File: src/rtl/uvlo_pkg.sv
package uvlo_pkg;

  // Undervoltage test: strictly below the falling threshold.
  function automatic logic mv_under(input logic [31:0] mv, input logic [31:0] fall_mv);
    return mv < fall_mv;
  endfunction

  // Recovery test: at or above the rising threshold.
  function automatic logic mv_restored(input logic [31:0] mv, input logic [31:0] rise_mv);
    return mv >= rise_mv;
  endfunction

  // Width of a counter that holds 0..n.
  function automatic int unsigned cnt_width(input int unsigned n);
    return (n < 2) ? 1 : $clog2(n + 1);
  endfunction

endpackage

File: src/rtl/supply_monitor.sv
module supply_monitor
  import uvlo_pkg::*;
#(
  parameter int unsigned MV_W     = 16,
  parameter int unsigned FALL_MV  = 11400,
  parameter int unsigned RISE_MV  = 12000,
  parameter int unsigned FILT_CYC = 1250
) (
  input  logic            clk,
  input  logic            rst_n,
  input  logic [MV_W-1:0] mv_i,
  output logic            healthy_o
);
  localparam int unsigned CW = cnt_width(FILT_CYC);
  localparam logic [CW-1:0] LAST = CW'(FILT_CYC - 1);

  logic          healthy_q;
  logic [CW-1:0] dip_cnt_q;
  logic          low_sample;
  logic          back_up;
  logic          dip_expire;

  assign low_sample = mv_under(32'(mv_i), 32'(FALL_MV));
  assign back_up    = mv_restored(32'(mv_i), 32'(RISE_MV));
  assign dip_expire = healthy_q && low_sample && (dip_cnt_q == LAST);

  always_ff @(posedge clk or negedge rst_n) begin
    if (!rst_n) begin
      healthy_q <= 1'b0;
      dip_cnt_q <= '0;
    end else if (healthy_q) begin
      if (dip_expire) begin
        healthy_q <= 1'b0;
        dip_cnt_q <= '0;
      end else if (low_sample) begin
        dip_cnt_q <= dip_cnt_q + 1'b1;
      end else begin
        dip_cnt_q <= '0;
      end
    end else begin
      dip_cnt_q <= '0;
      if (back_up) healthy_q <= 1'b1;
    end
  end

  assign healthy_o = healthy_q;


  lockout_needs_expiry_chk: assert property (@(posedge clk) disable iff (!rst_n)
    $fell(healthy_q) |-> $past(dip_expire));

  release_needs_rise_chk: assert property (@(posedge clk) disable iff (!rst_n)
    $rose(healthy_q) |-> $past(back_up));

  dip_cnt_bound_chk: assert property (@(posedge clk) disable iff (!rst_n)
    dip_cnt_q <= LAST);

  dip_cnt_restart_chk: assert property (@(posedge clk) disable iff (!rst_n)
    (healthy_q && !low_sample) |=> (dip_cnt_q == '0));

  idle_cnt_zero_chk: assert property (@(posedge clk) disable iff (!rst_n)
    !healthy_q |=> (!healthy_q || dip_cnt_q == '0));

endmodule

File: src/rtl/enable_mask.sv
module enable_mask (
  input  logic main_ok_i,
  input  logic boot_ok_i,
  output logic lo_en_o,
  output logic hi_en_o
);
  // Main supply gates both sides; bootstrap gates the high side only.
  assign lo_en_o = main_ok_i;
  assign hi_en_o = main_ok_i & boot_ok_i;
endmodule

File: src/rtl/uvlo_qualifier.sv
module uvlo_qualifier #(
  parameter int unsigned MV_W         = 16,
  parameter int unsigned MAIN_FALL_MV = 11400,
  parameter int unsigned MAIN_RISE_MV = 12000,
  parameter int unsigned BOOT_FALL_MV = 11100,
  parameter int unsigned BOOT_RISE_MV = 11700,
  parameter int unsigned FILT_CYC     = 1250
) (
  input  logic            clk,
  input  logic            rst_n,
  input  logic [MV_W-1:0] main_mv_i,
  input  logic [MV_W-1:0] boot_mv_i,
  output logic            lo_en_o,
  output logic            hi_en_o
);
  logic main_ok;
  logic boot_ok;

  supply_monitor #(
    .MV_W(MV_W), .FALL_MV(MAIN_FALL_MV), .RISE_MV(MAIN_RISE_MV), .FILT_CYC(FILT_CYC)
  ) u_main_mon (
    .clk(clk), .rst_n(rst_n), .mv_i(main_mv_i), .healthy_o(main_ok)
  );

  supply_monitor #(
    .MV_W(MV_W), .FALL_MV(BOOT_FALL_MV), .RISE_MV(BOOT_RISE_MV), .FILT_CYC(FILT_CYC)
  ) u_boot_mon (
    .clk(clk), .rst_n(rst_n), .mv_i(boot_mv_i), .healthy_o(boot_ok)
  );

  enable_mask u_mask (
    .main_ok_i(main_ok), .boot_ok_i(boot_ok), .lo_en_o(lo_en_o), .hi_en_o(hi_en_o)
  );


  hi_implies_lo_chk: assert property (@(posedge clk) disable iff (!rst_n)
    hi_en_o |-> lo_en_o);

  boot_spares_lo_chk: assert property (@(posedge clk) disable iff (!rst_n)
    ($fell(boot_ok) && $stable(main_ok)) |-> $stable(lo_en_o));

  reset_off_chk: assert property (@(posedge clk)
    !rst_n |-> (!lo_en_o && !hi_en_o));

endmodule

File: config.mk
export PLATFORM = sky130hd
export DESIGN_NAME = uvlo_qualifier
export DESIGN_NICKNAME = d
export VERILOG_FILES = /design/src/rtl/uvlo_pkg.sv /design/src/rtl/supply_monitor.sv /design/src/rtl/enable_mask.sv /design/src/rtl/uvlo_qualifier.sv
export SDC_FILE = /design/constraint.sdc
export NUM_CORES = 1
export LEC_CHECK = 0
export BUFFER_PORTS_ARGS = -buffer_cell sky130_fd_sc_hd__buf_2
export CAP_MARGIN = 20
export CORE_MARGIN = 2
export CORE_UTILIZATION = 56
export CTS_CLUSTER_DIAMETER = 100
export DETAILED_ROUTE_END_ITERATION = 12
export HOLD_SLACK_MARGIN = 0.15
export PLACE_DENSITY = 0.92
export SYNTH_ARGS = -nofsm -noshare
export SYNTH_HDL_FRONTEND = slang
export SYNTH_SLANG_ARGS = --single-unit
File: constraint.sdc
create_clock -name clk -period 3.6 [get_ports clk]
set_input_delay 0.54 -clock clk [delete_from_list [all_inputs] [get_ports clk]]
set_output_delay 0.54 -clock clk [all_outputs]
set_load 0.1 [all_outputs]
[Word level (Yosys, flattened, before mapping)]
Index checks and enable logic that the tools add are counted.
Cells by class
  add/sub/neg operators: 2
  $lt $le $gt $ge: 4
  eq/ne operators: 2
  muxes and demuxes: 12
  bitwise gates (word level): 1
  reduce and logical (&&, ||, !) cells: 4
Operators with widths (count)
  two-way mux 11 bit: 6
  greater-or-equal comparator 16 x 14 -> 1 bit, second input constant: 2
  less-than comparator 16 x 14 -> 1 bit, second input constant: 2
  adder 11 x 1 -> 11 bit, second input constant: 2
  equality test 11 bit, second input constant: 2
  two-way mux 1 bit: 6
  logical AND 1 bit: 4
  bitwise AND 1 bit: 1
Storage, ports and cells
  bits in registers: 24
  input bits: 34
  output and inout port bits: 2
  word-level logic and storage cells: 29

[Depth between registers and ports, before layout]
Gate-level depths: netlist (run 1).
  word-level depth: 5
  depth in mapped cells: 7
  mapped depth without buffers: 6

[Modules after synthesis]
From an unflattened synthesis (run 1), not the netlist that was laid out.
Second synthesis, totals
  cells, all modules: 140
  area total of the unflattened synthesis: 1333.8 um^2
Modules (own cells, without submodules)
  supply_monitor at u_boot_mon: instances 1, cells each 71, area each 674.4 um^2, sequential area each 300.3 um^2
  supply_monitor at u_main_mon: instances 1, cells each 67, area each 645.6 um^2, sequential area each 300.3 um^2
  enable_mask: instances 1, cells each 2, area each 13.8 um^2, sequential area each 0.0 um^2

[Worst setup path before layout (run 1)]
No wires, ideal clock.
  path type: register to output
  start point: reg u_main_mon.healthy_q, in the netlist u_main_mon.healthy_o
  end point: out hi_en_o
  data arrival time: 1.840 ns
  required time: 3.060 ns
  path slack: 1.220 ns
  stages on the path, launching flop included: 2
  path buffers: 0
  cell sequence: dfrtp_1 > and2_1
On the way
  cells in the longest elaborated chain, start to end: 1
RTL lines
  start, declared: RTL line supply_monitor.sv:17  | logic healthy_q;
  start signal, assigned: RTL line supply_monitor.sv:29  | healthy_q <= 1'b0;
  start signal, assigned: RTL line supply_monitor.sv:33  | healthy_q <= 1'b0;
  start signal, assigned: RTL line supply_monitor.sv:42  | if (back_up) healthy_q <= 1'b1;
  bitwise AND 1 bit: RTL line enable_mask.sv:9  | assign hi_en_o = main_ok_i & boot_ok_i;
  end, declared: RTL line uvlo_qualifier.sv:14  | output logic hi_en_o
No other way between the ends.

[Worst setup path in the final report (run 1)]
Same ends and word-level chain as after synthesis.

==> flow_metrics.py, run 1 <==
metrics = {
    "drt": {
        "ant_nets": 0,
        "wl_per_cell_um": 13.6,
        "drc": 0,
        "drt_iter0_markers": 16,
        "first_pass_iters": 4,
        "vias": 1126,
        "wl_um": 2650,
        "vias_per_cell": 5.77,
    },
    "min_path": {
        "worstHoldPathType": "in -> async",
    },
    "synth": {
        "synth-edff-count": 0,
        "ys_seq_elements": 24,
        "synth-main-ff-cell": "dfrtp_1",
        "syn-num-nets": 172,
        "ys_types": 36,
        "synth_cells": 134,
        "ys_async_sr_fraction": 1.00,
        "syn_area_um2": 1430,
        "yosysTopAreaCellShare": 0.419,
        "synth_area_leader_cell": "dfrtp_1",
        "yosys_warnings": 0,
        "syn_area_per_cell_um2": 10.7,
        "ys_top_cells_by_area": "dfrtp_1, xor2_1, nor3_2",
        "seq_area_frac_synth": 0.419,
    },
    "clock_network": {
        "root_buffer": "clkbuf_4",
        "cts_resized": 0,
        "cts_buffer_depth": 2,
        "clk_pin_slew_ps": 130,
        "h-tree-depth": 1,
        "numClockSinks": 24,
        "cts_tree": "built",
        "cts_setup_buffers": 0,
        "hold_buffers": 0,
        "cts_buffers": 3,
        "clock_latency_ps": 310,
    },
    "setup_path": {
        "path_max_fanout": 5,
        "rrSetupSlack_ps": 2000,
        "r2r_end": "u_boot_mon.dip_cnt_q[10]",
        "start_kind": "flop",
        "path_class": "reg -> out",
        "cp.arrival_ps": 1350,
        "end_kind": "output pin",
        "r2r-start": "u_boot_mon.dip_cnt_q[0]",
        "r2r_cells": 5,
        "crit_required_ps": 3060,
    },
    "power_and_ir_drop": {
        "leakagePower_nw": 0.670,
        "peakVddDrop_mv": 0.221,
        "p_per_area_nw_per_um2": 282,
    },
    "floorplan": {
        "die_h_um": 54.6,
        "dieWidth_um": 54.6,
        "ios": 36,
        "core_area_um2": 2450,
        "initial_core_util": 0.584,
        "die_area_um2": 2980,
        "row_count": 18,
    },
    "placement": {
        "placed_cells": 191,
        "place_ws_ps": 1830,
        "portBuffers": 30,
        "place.gp.congestion": 0.797,
        "dp_hpwl_um": 2090,
        "place_area_um2": 1590,
    },
    "global_routing": {
        "grt_pass1_vias": 1052,
        "grt_usage": 0.200,
        "grt_start_max_net_pins": 25,
        "grt_pass1_wl_um": 4270,
        "antenna_found_initial": 0,
        "grt-ovfl-total": 0,
    },
    "timing": {
        "max_slew.worst_pin.slew_ps": 510,
        "tns_ps": 0,
        "finalHoldViolations": 0,
        "slew_headroom": 0.660,
        "rsz0062_at_grt": "no",
        "setup_viol": 0,
        "setup_ws_ps": 1710,
        "final.period_utilization": 0.525,
        "slew_viol_final": 0,
        "fin_crit_ps": 1890,
        "skew_ps": 6.50,
        "fmax_mhz": 529,
    },
    "finish": {
        "finish.instance_area_um2": 1620,
        "antenna_cells": 0,
        "final_common_cell": "buf_2",
        "stdcell_count": 195,
        "fin_nets": 204,
        "drive_gt1_frac": 0.388,
        "nFillCells": 169,
        "area_growth_pct": 13.3,
        "final_cell_mix": "buf_2, dfrtp_1, xor2_1",
    },
    "run": {
        "cap_violations": 0,
    },
    "run_status": {
        "outcome": "finished clean",
    },
}
[critical path: stages, from the launching register on]
cell and delay, ps:
dfrtp_1 460, and2_1 160, buf_2 420
[kinds of logic (layout without fill, tap and decap cells)]
kind of cell	Yosys count	count (layout)	synth area share
and+or+nand+nor	69	69	0.328
xor gates and xnor gates	18	18	0.110
DFF	24	24	0.419
AOI/OAI and AO/OA	12	12	0.0742
buffers and inverters	7	38	0.0340
adders and majority gates	4	4	0.0349
[how the worst max path moves through the flow]
stage                    startpoint                    to  slack (ps)
5_1_grt        u_main_mon.healthy_o               hi_en_o        1660
3_3_place_gp          boot_mv_i[12]  u_boot_mon.healthy_o        1840
6_report       u_main_mon.healthy_o               hi_en_o        1710
2_1_floorplan  u_main_mon.healthy_o               hi_en_o        1220
3_5_place_dp          boot_mv_i[12]  u_boot_mon.healthy_o        1830
4_1_cts        u_main_mon.healthy_o               hi_en_o        1690
[metrics by stage]
| stage | hold WS, ps | util | power [mW] |
|---|---|---|---|
| 5_1_grt | 220 | 0.662 | 0.474 |
| 3_3_place_gp | 500 | 0.647 | 0.321 |
| 3_5_place_dp | 513 | 0.647 | 0.324 |
| 4_1_cts | 191 | 0.662 | 0.462 |
| 6_report | 177 | 0.662 | 0.458 |
| 2_1_floorplan | 244 | - | 0.299 |
[layer usage]
layer,share of wire,wire length (µm),vias up,GRT usage
met3,0.046,121,4,0.0355
met1,0.42,1120,543,0.243
met5,0,0,-,0
met4,0.0072,19,0,0.0625
li1,-,-,545,-
met2,0.52,1380,34,0.355
[area by class of cell]
cell class / count / area (µm²) / share of cell area
Multi-Input combinational cell: 103 / 785 / 0.483
Clock buffer: 4 / 36.3 / 0.0223
Sequential cell: 24 / 601 / 0.370
Inverter: 4 / 15.0 / 0.00924
Timing Repair Buffer: 30 / 150 / 0.0924
Tap cell: 30 / 37.5 / 0.0231
[synth_stat cells (2+ instances only)]
cell type  number
and3_1          2
nand3_1         7
o21ai_0         2
xnor2_1         5
nand2_1         8
nor3_1          5
xor2_1         13
a31oi_1         2
dfrtp_1        24
nand4_1         7
buf_6           3
ha_1            4
and4_1          3
nor2_1          4
nor2_2         10
a211oi_2        2
nor3_2         10
nor4bb_1        2
inv_1           4
[report_power, final]
part,switching (mW),internal (mW)
sequential,0.00260,0.271
combinational,0.0255,0.0192
clock,0.0772,0.0618
total,0.105,0.352
[sequential cells by signal (all words and copies together) (netlist names)]
name / cells
u_boot_mon.dip_cnt_q: 11
u_main_mon.dip_cnt_q: 11
u_main_mon.healthy_o: 1
u_boot_mon.healthy_o: 1
Note: power is estimated with default switching activity, not from simulation.
==> run 2: changes to the inputs <==
CORE_UTILIZATION = 47   (was 56)
PLACE_DENSITY = 0.84   (was 0.92)
clock period = 1.6 ns   (was 3.6 ns; I/O delays follow)
==> run 2 against run 1 <==
Net effect: routed wire length rose by 16%; via count up 4.2%; critical path depth grew 3; clock-buffer cell count did not move; critical endpoint is now u_boot_mon.healthy_o.
==> flow_metrics.py, run 2 (synthesis results as in run 1) <==
metrics = {
    "timing": {
        "fin_crit_ps": 1590,
        "finalHoldViolations": 0,
        "fmax_mhz": 630,
        "slew_headroom": 0.658,
        "setup_ws_ps": 12.2,
        "slew_viol_final": 0,
        "max_slew.worst_pin.slew_ps": 513,
        "skew_ps": 0.921,
        "final.period_utilization": 0.992,
        "setup_viol": 0,
    },
    "finish": {
        "final_common_cell": "buf_2",
        "fin_nets": 206,
        "drive_gt1_frac": 0.413,
        "final_util": 0.561,
        "final_cell_mix": "buf_2, dfrtp_1, xor2_1",
        "antenna_cells": 0,
        "reg_top3": "u_boot_mon.dip_cnt_q: 11 flops, u_main_mon.dip_cnt_q: 11 flops",
        "area_growth_pct": 16.5,
    },
    "global_routing": {
        "grt_pass1_wl_um": 4860,
        "grt_start_max_net_pins": 25,
        "antenna_found_initial": 0,
        "grt_usage": 0.182,
        "grt-ovfl-total": 0,
        "grt_pass1_vias": 1172,
    },
    "setup_path": {
        "r2r_end": "u_boot_mon.healthy_o",
        "path_max_fanout": 4,
        "path_class": "reg -> reg",
        "end_kind": "flop",
        "start_kind": "flop",
        "cp.arrival_ps": 1800,
        "r2r-start": "u_boot_mon.dip_cnt_q[1]",
        "crit_required_ps": 1810,
        "rrSetupSlack_ps": 10,
        "r2r_cells": 5,
    },
    "floorplan": {
        "row_count": 20,
        "die_area_um2": 3510,
        "ios": 36,
        "core_area_um2": 2980,
        "dieWidth_um": 59.2,
        "die_h_um": 59.2,
        "initial_core_util": 0.482,
    },
    "power_and_ir_drop": {
        "peakVddDrop_mv": 0.426,
        "total_power_mw": 1.00,
        "p_per_area_nw_per_um2": 602,
        "leakagePower_nw": 0.673,
    },
    "clock_network": {
        "clk_pin_slew_ps": 130,
        "cts_buffers": 3,
        "clock_latency_ps": 310,
        "root_buffer": "clkbuf_4",
        "h-tree-depth": 1,
        "cts_buffer_depth": 2,
        "numClockSinks": 24,
        "cts_tree": "built",
    },
    "min_path": {
        "whs_path_depth": 3,
        "hold_start": "main_mv_i[12]",
        "whs_endpoint": "u_main_mon.healthy_o",
        "worstHoldPathType": "in -> reg",
    },
    "drt": {
        "wl_met3_um": 142,
        "dr.max_layer_used": "met4",
        "vias_per_cell": 5.87,
        "wl_um": 3070,
        "wl_per_cell_um": 15.3,
        "ant_nets": 0,
        "drt_iter0_markers": 41,
        "dr_wl_met2_um": 1500,
        "vias": 1173,
        "first_pass_iters": 4,
        "met1_length_um": 1270,
        "drc": 0,
    },
    "placement": {
        "portBuffers": 30,
        "dp_hpwl_um": 2170,
        "place_ws_ps": 57.3,
        "place.gp.congestion": 0.830,
    },
    "run_status": {
        "outcome": "finished clean",
    },
    "run": {
        "cap_violations": 0,
    },
}
[run 2: metal layers]
layer / GRT usage / vias up
li1: - / 550
met1: 0.222 / 552
met2: 0.300 / 55
met3: 0.0284 / 16
met4: 0.114 / 0
met5: 0 / -
[run 2: worst max-delay path by stage]
stage                                          end               startpoint  slack, ps  cells after the start
after floorplan                            hi_en_o     u_main_mon.healthy_o         90                      1
after global placement    u_boot_mon.dip_cnt_q[10]  u_boot_mon.dip_cnt_q[1]        120                      6
after detailed placement  u_boot_mon.dip_cnt_q[10]  u_boot_mon.dip_cnt_q[1]         60                      6
after CTS                 u_boot_mon.dip_cnt_q[10]  u_boot_mon.dip_cnt_q[1]          1                      6
after global routing      u_main_mon.dip_cnt_q[10]  u_main_mon.dip_cnt_q[1]        -60                      6
final                         u_boot_mon.healthy_o  u_boot_mon.dip_cnt_q[1]         10                      5
[run 2: metrics by stage]
stage / setup TNS, ps / hold slack, ps / instances / cell area, µm²
floorplan: 0 / -55.6 / 134 / 1440
global placement: 0 / 234 / 194 / 1590
detailed placement: 0 / 247 / 194 / 1590
CTS: 0 / 201 / 199 / 1640
global route: -535 / 181 / 200 / 1670
finish: 0 / 194 / 200 / 1670
[run 2: layout make-up]
| cell class | instances | area, µm² |
|---|---|---|
| fillers | 229 | 1310 |
| multi-input cells | 104 | 822 |
| flip-flops and latches | 24 | 603 |
| repair buffers | 31 | 163 |
| well taps | 33 | 41.3 |
| clock buffers | 4 | 26.3 |
| inverters | 4 | 15.0 |
[run 2: timing repair]
action	in CTS	in global routing
endpoints found under the hold margin	24	0
resized for setup	1	6
hold buffers	1	0
pin swaps	1	2
gates cloned	0	1
setup endpoints to repair	11	13
buffers inserted	0	0
[run 2: report_power, final]
part | switching, mW | total, mW | internal (mW)
Sequential | 0.00573 | 0.616 | 0.611
Clock | 0.181 | 0.279 | 0.0976
Combinational | 0.0619 | 0.109 | 0.0475
Total | 0.249 | 1.00 | 0.756
[run 2: critical path, stage by stage (launching register included)]
cell	delay [ps]
dfrtp_1	430
inv_1	70
ha_1	180
nor4bb_4	330
nand3_2	190
o31a_1	290
